`src/rtl/lldma_pkg.sv`:
```
package lldma_pkg;

    localparam int DESC_WORDS = 10;
    localparam int NUM_EVT    = 5;

    // status / enable bit positions
    localparam int EV_BLOCK = 0;
    localparam int EV_CHAIN = 1;
    localparam int EV_FRAME = 2;
    localparam int EV_HALF  = 3;
    localparam int EV_LAST  = 4;

    // descriptor word indices
    localparam logic [3:0] WI_LINK = 4'd0;
    localparam logic [3:0] WI_SRC  = 4'd1;
    localparam logic [3:0] WI_DST  = 4'd2;
    localparam logic [3:0] WI_LEN  = 4'd3;
    localparam logic [3:0] WI_CTLA = 4'd7;
    localparam logic [3:0] WI_CTLB = 4'd8;

    typedef enum logic [2:0] {
        ST_IDLE  = 3'd0,
        ST_FETCH = 3'd1,
        ST_RD    = 3'd2,
        ST_WR    = 3'd3,
        ST_LINK  = 3'd4
    } chan_st_e;

    typedef struct packed {
        logic                 link;
        logic [1:0]           src_mode;
        logic [1:0]           dst_mode;
        logic [NUM_EVT-1:0]   ien;
    } desc_ctl_t;

    // packed control A: link enable at 30, dst mode at [23:22], src mode at [21:20]
    function automatic desc_ctl_t ctl_from_a(input desc_ctl_t cur, input logic [31:0] w);
        desc_ctl_t c;
        c          = cur;
        c.link     = w[30];
        c.dst_mode = w[23:22];
        c.src_mode = w[21:20];
        return c;
    endfunction

    // packed control B: event enables at [22:18]
    function automatic desc_ctl_t ctl_from_b(input desc_ctl_t cur, input logic [31:0] w);
        desc_ctl_t c;
        c     = cur;
        c.ien = w[18 +: NUM_EVT];
        return c;
    endfunction

endpackage

```
`src/rtl/lldma_addr_step.sv`:
```
module lldma_addr_step #(
    parameter int AW   = 32,
    parameter int STEP = 4
) (
    input  logic [AW-1:0] addr_i,
    input  logic [1:0]    mode_i,
    output logic [AW-1:0] addr_o
);
    localparam logic [AW-1:0] STEP_V = AW'(STEP);

    always_comb begin
        if (mode_i == 2'd0) begin
            addr_o = addr_i;
        end else begin
            addr_o = addr_i + STEP_V;
        end
    end
endmodule

```
`src/rtl/lldma_status.sv`:
```
module lldma_status #(
    parameter int N = 5
) (
    input  logic         clk,
    input  logic         rst_n,
    input  logic [N-1:0] set_i,
    input  logic [N-1:0] clr_i,
    output logic [N-1:0] sts_o,
    output logic         irq_o
);
    logic [N-1:0] sts_d, sts_q;

    always_comb begin
        sts_d = (sts_q & ~clr_i) | set_i;
    end

    always_ff @(posedge clk) begin
        if (!rst_n) begin
            sts_q <= '0;
        end else begin
            sts_q <= sts_d;
        end
    end

    assign sts_o = sts_q;
    assign irq_o = |sts_q;

    for (genvar g = 0; g < N; g++) begin : g_chk
        // clear without a concurrent set empties the bit
        a_r9_clear: assert property (@(posedge clk) disable iff (!rst_n)
            (clr_i[g] && !set_i[g]) |=> !sts_o[g]);
        // a bit not cleared stays set
        a_r9_sticky: assert property (@(posedge clk) disable iff (!rst_n)
            (sts_o[g] && !clr_i[g]) |=> sts_o[g]);
        // set wins over clear
        a_r9_set_wins: assert property (@(posedge clk) disable iff (!rst_n)
            set_i[g] |=> sts_o[g]);
    end
endmodule

```
`src/rtl/lldma_channel.sv`:
```
module lldma_channel
    import lldma_pkg::*;
#(
    parameter int AW    = 32,
    parameter int LEN_W = 20
) (
    input  logic               clk,
    input  logic               rst_n,
    input  logic               start_i,
    input  logic [AW-1:0]      head_addr_i,
    input  logic               stop_i,
    input  logic [4:0]         irq_clr_i,
    output logic               rd_req_o,
    output logic [AW-1:0]      rd_addr_o,
    input  logic               rd_ack_i,
    input  logic [31:0]        rd_data_i,
    output logic               wr_req_o,
    output logic [AW-1:0]      wr_addr_o,
    output logic [31:0]        wr_data_o,
    input  logic               wr_ack_i,
    output logic [LEN_W-1:0]   remain_o,
    output logic [AW-1:0]      next_desc_o,
    output logic               idle_o,
    output logic [4:0]         status_o,
    output logic               irq_o
);
    localparam int            WORD_B   = 4;
    localparam logic [LEN_W-1:0] WORD_L = LEN_W'(WORD_B);
    localparam logic [3:0]    LAST_IDX = 4'(DESC_WORDS - 1);

    typedef struct packed {
        chan_st_e          st;
        logic [3:0]        widx;
        logic [AW-1:0]     desc;
        logic [AW-1:0]     link;
        logic [AW-1:0]     src;
        logic [AW-1:0]     dst;
        logic [LEN_W-1:0]  flen;
        logic [LEN_W-1:0]  remain;
        desc_ctl_t         ctl;
        logic [31:0]       data;
    } regs_t;

    regs_t r_d, r_q;

    logic [AW-1:0]      step_in  [2];
    logic [1:0]         step_md  [2];
    logic [AW-1:0]      step_out [2];
    logic [NUM_EVT-1:0] sts_set;
    logic [LEN_W-1:0]   rem_new;
    logic               half_now, half_before;

    assign step_in[0] = r_q.src;
    assign step_md[0] = r_q.ctl.src_mode;
    assign step_in[1] = r_q.dst;
    assign step_md[1] = r_q.ctl.dst_mode;

    for (genvar g = 0; g < 2; g++) begin : g_step
        lldma_addr_step #(.AW(AW), .STEP(WORD_B)) u_step (
            .addr_i (step_in[g]),
            .mode_i (step_md[g]),
            .addr_o (step_out[g])
        );
    end

    always_comb begin
        rem_new     = (r_q.remain > WORD_L) ? (r_q.remain - WORD_L) : '0;
        half_now    = ({rem_new, 1'b0} <= {1'b0, r_q.flen});
        half_before = ({r_q.remain, 1'b0} <= {1'b0, r_q.flen});
    end

    always_comb begin
        r_d       = r_q;
        sts_set   = '0;
        rd_req_o  = 1'b0;
        wr_req_o  = 1'b0;
        rd_addr_o = r_q.src;
        wr_addr_o = r_q.dst;
        wr_data_o = r_q.data;

        unique case (r_q.st)
            ST_IDLE: begin
                if (start_i) begin
                    r_d.desc = head_addr_i;
                    r_d.widx = '0;
                    r_d.st   = ST_FETCH;
                end
            end
            ST_FETCH: begin
                rd_req_o  = 1'b1;
                rd_addr_o = r_q.desc + (AW'(r_q.widx) << 2);
                if (rd_ack_i) begin
                    case (r_q.widx)
                        WI_LINK: r_d.link = rd_data_i[AW-1:0];
                        WI_SRC:  r_d.src  = rd_data_i[AW-1:0];
                        WI_DST:  r_d.dst  = rd_data_i[AW-1:0];
                        WI_LEN: begin
                            r_d.flen   = rd_data_i[LEN_W-1:0];
                            r_d.remain = rd_data_i[LEN_W-1:0];
                        end
                        WI_CTLA: r_d.ctl = ctl_from_a(r_q.ctl, rd_data_i);
                        WI_CTLB: r_d.ctl = ctl_from_b(r_q.ctl, rd_data_i);
                        default: ;
                    endcase
                    if (r_q.widx == LAST_IDX) begin
                        r_d.st = (r_q.flen == '0) ? ST_LINK : ST_RD;
                    end else begin
                        r_d.widx = r_q.widx + 4'd1;
                    end
                end
            end
            ST_RD: begin
                rd_req_o = 1'b1;
                if (rd_ack_i) begin
                    r_d.data = rd_data_i;
                    r_d.st   = ST_WR;
                end
            end
            ST_WR: begin
                wr_req_o = 1'b1;
                if (wr_ack_i) begin
                    r_d.src    = step_out[0];
                    r_d.dst    = step_out[1];
                    r_d.remain = rem_new;
                    sts_set[EV_HALF] = r_q.ctl.ien[EV_HALF] && half_now && !half_before;
                    r_d.st     = (rem_new == '0) ? ST_LINK : ST_RD;
                end
            end
            ST_LINK: begin
                sts_set[EV_BLOCK] = r_q.ctl.ien[EV_BLOCK];
                sts_set[EV_FRAME] = r_q.ctl.ien[EV_FRAME];
                if (r_q.ctl.link) begin
                    r_d.desc = r_q.link;
                    r_d.widx = '0;
                    r_d.st   = ST_FETCH;
                end else begin
                    sts_set[EV_CHAIN] = r_q.ctl.ien[EV_CHAIN];
                    sts_set[EV_LAST]  = r_q.ctl.ien[EV_LAST];
                    r_d.st            = ST_IDLE;
                end
            end
            default: r_d.st = ST_IDLE;
        endcase

        if (stop_i) begin
            r_d.st  = ST_IDLE;
            sts_set = '0;
        end
    end

    always_ff @(posedge clk) begin
        if (!rst_n) begin
            r_q <= '{st: ST_IDLE, default: '0};
        end else begin
            r_q <= r_d;
        end
    end

    lldma_status #(.N(NUM_EVT)) u_status (
        .clk   (clk),
        .rst_n (rst_n),
        .set_i (sts_set),
        .clr_i (irq_clr_i),
        .sts_o (status_o),
        .irq_o (irq_o)
    );

    assign remain_o    = r_q.remain;
    assign next_desc_o = r_q.desc;
    assign idle_o      = (r_q.st == ST_IDLE);

    // an idle channel raises no request
    a_r1_idle_quiet: assert property (@(posedge clk) disable iff (!rst_n)
        idle_o |-> (!rd_req_o && !wr_req_o));
    // ports never used together
    a_r12_one_port: assert property (@(posedge clk) disable iff (!rst_n)
        !(rd_req_o && wr_req_o));
    // pending read holds its address
    a_r12_rd_hold: assert property (@(posedge clk) disable iff (!rst_n)
        (rd_req_o && !rd_ack_i && !stop_i) |=> (rd_req_o && $stable(rd_addr_o)));
    // pending write holds address and data
    a_r12_wr_hold: assert property (@(posedge clk) disable iff (!rst_n)
        (wr_req_o && !wr_ack_i && !stop_i) |=>
            (wr_req_o && $stable(wr_addr_o) && $stable(wr_data_o)));
    // stop returns to idle next cycle
    a_r10_stop_idle: assert property (@(posedge clk) disable iff (!rst_n)
        stop_i |=> idle_o);
    // a completed write lowers the count or leaves it at zero
    a_r6_remain_drop: assert property (@(posedge clk) disable iff (!rst_n)
        (wr_req_o && wr_ack_i && !stop_i) |=>
            ((remain_o < $past(remain_o)) || (remain_o == '0)));
    // without a write and outside a fetch the count holds
    a_r6_remain_hold: assert property (@(posedge clk) disable iff (!rst_n)
        (!wr_req_o && !rd_req_o) |=> $stable(remain_o));
endmodule

```
`config.mk`:
```
export PLATFORM = sky130hd
export DESIGN_NAME = lldma_channel
export DESIGN_NICKNAME = d
export VERILOG_FILES = /design/src/rtl/lldma_pkg.sv /design/src/rtl/lldma_addr_step.sv /design/src/rtl/lldma_status.sv /design/src/rtl/lldma_channel.sv
export SDC_FILE = /design/constraint.sdc
export NUM_CORES = 1
export LEC_CHECK = 0
export BUFFER_PORTS_ARGS = -buffer_cell sky130_fd_sc_hd__buf_2
export CAP_MARGIN = 20
export CORE_UTILIZATION = 30
export CTS_CLUSTER_DIAMETER = 150
export DETAILED_ROUTE_END_ITERATION = 10
export PLACE_DENSITY_LB_ADDON = 0.08
export SYNTH_ARGS = -nofsm -noshare
export SYNTH_HDL_FRONTEND = slang
export SYNTH_SLANG_ARGS = --single-unit
```
`constraint.sdc`:
```
create_clock -name clk -period 8 [get_ports clk]
set_input_delay 0.8 -clock clk [delete_from_list [all_inputs] [get_ports clk]]
set_output_delay 0.8 -clock clk [all_outputs]
set_load 0.005 [all_outputs]
```
==> results by group <==
Routing
  – Post-route ant nets: 0
  – DRC errors left: 0
  – Average wire per standard cell: 22.5 microns
  – Iter 0 DRT Violations: approximately 810
  – Post-DR vias/cell: 5.40
  – Vias after detailed routing: 13300
  – Total wire length: 55600 microns
  – Drt pass-1 iters: 5

Critical path
  – CP Class: reg -> out
  – Crit Path Max Fanout: 6
  – Critical Path AT: 3.39 ns
  – Startpoint types: register
  – Critical R2R Capture: u_status.sts_o[3]
  – Register-to-register setup slack: between 4 and 5 ns
  – FF-to-FF Start: remain_o[2]
  – Req. time, crit path: 7.20 ns
  – Worst-case reg-to-reg path depth: 12
  – Critical Path Sink Type: output port

Place
  – IO buf count: 231
  – Area after DPL: between 10000 and 15000 sq um
  – Post-Place Worst Slack: around 4.3 ns
  – GP Congestion: 0.842
  – DP Wirelength: 39400 microns
  – Placed Cells: around 2400

Timing
  – Worst slew pin tran: around 1.1 ns
  – Final period util: between 50% and 60%
  – Final worst slack: 3.81 ns
  – Fmax: 239 MHz
  – Rel. slew slack: 25.4%
  – TNS Setup: 0 ns
  – Post-route minimum period: 4.19 ns
  – Worst Clk Skew: 0.0127 ns
  – Max Slew Vio Count: 0
  – Hold WS: 0.427 ns
  – Hold Fails Final Rpt: 0
  – Final setup viols: 0
  – Unrepaired setup endpoints after global routing: no

Clocking
  – CTS Buffer Depth: 3
  – Clock root buffer: clkbuf_16
  – CTS tree: done
  – Resize count post-CTS: 0
  – H-tree level count: 1
  – Cts bufs inserted: 29
  – Post-CTS setup repair buffer count: 0
  – Worst-skew pair later-pin latency: 0.57 ns
  – Hold-fix buffers, CTS: 0
  – Clock-pin slew on the worst setup and hold paths: 0.06 ns
  – Clk sink count: 222

Power and ir drop
  – Internal: 2.07 mW
  – Clk network pwr share: between 40% and 50%
  – Combinational power share: about 9%
  – Pleak: 6.38 nW
  – Switching Share: about a quarter
  – Net Sw Power: about 0.75 mW
  – Flop pwr share: 41.6%
  – Worst VDD drop: 0.147 mV
  – PwrDens: 184 nW/um^2

Cells and area
  – Design area: 15400 sq um
  – Final net count: 1980
  – Ant. Diodes: 0
  – Area grow syn2layout: 12.9%
  – Layout cell share with drive strength beyond 1: approximately 18%
  – # fillers: 4930
  – Fin cells: 2467

Synthesis
  – Post-synthesis register bit count: 222
  – Most frequent cell after synthesis: nand2_1
  – Mapped Cells: 1807
  – Top cell type's share of synthesized area: 32.6%
  – Mapped Area: between 10000 and 15000 sq um
  – Fraction of registers with async set/reset: 0%
  – Post-synth EDFFs: 0
  – Main synth FF type: dfxtp_1
  – Sequential area share after synthesis: 32.6%
  – Top area cells in the synthesized netlist: dfxtp_1 33%, nand2_1 8.5%, buf_4 6.4%, a21oi_1 6.0%, ha_1 4.6%
  – Avg Cell Area, Syn: 7.54 sq um
  – Most instantiated cells after synthesis: 307 x nand2_1, 222 x dfxtp_1, 163 x a21oi_1
  – Post-synthesis cell type count: 80
  – Synth warnings: 0
  – Area leader, netlist: dfxtp_1
  – Syn_nets: 1933

Global route
  – Initial antenna violation count: 1
  – Vias in the first global route: 12800
  – Global-route wire length before repair: 82400 microns
  – All-layer global routing usage: a little under a quarter
  – Grt ovf: 0
  – Largest net degree at the start of global routing: 89

Status
  – Outcome: finished, final reports clean

Floorplanning
  – Initial Util: between 30% and 40%
  – Die X: about 220 microns
  – Core outline area: approximately 45000 sq um
  – Chip height: 215 microns
  – I/O pins: roughly 230
  – Cell Rows: 77
  – Die ar.: 46300 sq um

Hold path
  – Hold crit path type: in -> reg
  – Min-delay src: irq_clr_i[4]
  – Hold Path Depth: 2
  – Worst Hold End: u_status.sts_o[4]

Flow run
  – Max Cap Viol: 0
## layout by cell type, fill, tap and decap left out, types with 19 or more instances in the layout
cell	n
nor2_1	150
inv_1	34
nand4_1	36
a21oi_1	163
and3_1	22
buf_2	231
xnor2_1	21
nand2_1	307
xor2_1	27
mux2i_1	29
nor3_1	31
clkbuf_16	29
buf_4	22
o211ai_1	19
a311oi_1	35
dfxtp_1	222
o21ai_0	104
ha_1	50
nand3_1	75
## through the flow
stage          power [mW]  util (%)
2_1_floorplan        1.34         -
3_3_place_gp         1.46      32.3
3_5_place_dp         1.46      32.3
4_1_cts              2.86      34.6
5_1_grt              2.93      34.6
6_report             2.83      34.6
## cell families (layout without fill, tap and decap cells)
| kind of cell | Yosys count | count (layout) | share of synthesized area, % |
|---|---|---|---|
| adders and majority gates | 51 | 51 | 4.74 |
| muxes | 30 | 30 | 2.21 |
| DFF | 222 | 222 | 32.6 |
| AOI/OAI and AO/OA | 455 | 455 | 21.2 |
| buffers and inverters | 273 | 341 | 10.9 |
| and+or+nand+nor | 728 | 728 | 25.2 |
| xor gates and xnor gates | 48 | 48 | 3.08 |
## how the worst max path moves through the flow
stage	from	to	slack [ns]	depth (start not counted)
after global placement	remain_o[2]	u_status.sts_o[3]	4.36	12
final	r_q[210]	rd_addr_o[24]	3.81	11
after global routing	r_q[210]	rd_addr_o[24]	3.62	11
after floorplan	remain_o[2]	u_status.sts_o[3]	4.74	15
after CTS	r_q[210]	rd_addr_o[24]	3.86	11
after detailed placement	remain_o[2]	u_status.sts_o[3]	4.29	12
## routing by layer
metal  GRT usage (%)  wire length, microns  up-vias
met1            30.1                 24600     6489
met3            3.40                  2530       70
met5               0                    11        -
li1                -                     -     6422
met2            40.2                 27000      346
met4            6.22                  1480        2
## critical path, stage by stage (launching register included)
cell and delay, ns:
dfxtp_1 0.45, ha_1 0.21, inv_1 0.05, fa_1 0.39, nor2b_1 0.11, o21ai_0 0.17
a2111oi_0 0.62, buf_4 0.24, nand2_1 0.06, xor2_1 0.24, o21ai_1 0.10, buf_2 0.16
## power groups by stage
| stage | Combinational (mW) | Sequential [mW] | Clock [mW] |
|---|---|---|---|
| finish | 0.255 | 1.17 | 1.40 |
| global route | 0.278 | 1.18 | 1.47 |
| CTS | 0.258 | 1.18 | 1.43 |
| detailed placement | 0.257 | 1.20 | 0 |
| global placement | 0.257 | 1.20 | 0 |
| floorplan | 0.155 | 1.18 | 0 |
## sequential cells by signal, indices dropped and copies added (netlist names)
name,flops
r_q,101
next_desc_o,32
wr_addr_o,32
wr_data_o,32
remain_o,20
u_status.sts_o,5
## final cells by class
| type | count | area [sq um] | area share [%] |
|---|---|---|---|
| sequential | 222 | 4440 | 28.9 |
| multi-input combinational | 1312 | 7740 | 50.3 |
| clock buffer | 40 | 837 | 5.44 |
| tap | 592 | 741 | 4.81 |
| inverter | 36 | 138 | 0.894 |
| clock inverter | 12 | 168 | 1.09 |
| timing repair buffer | 253 | 1320 | 8.58 |
Power figures use the tool's default switching activity.
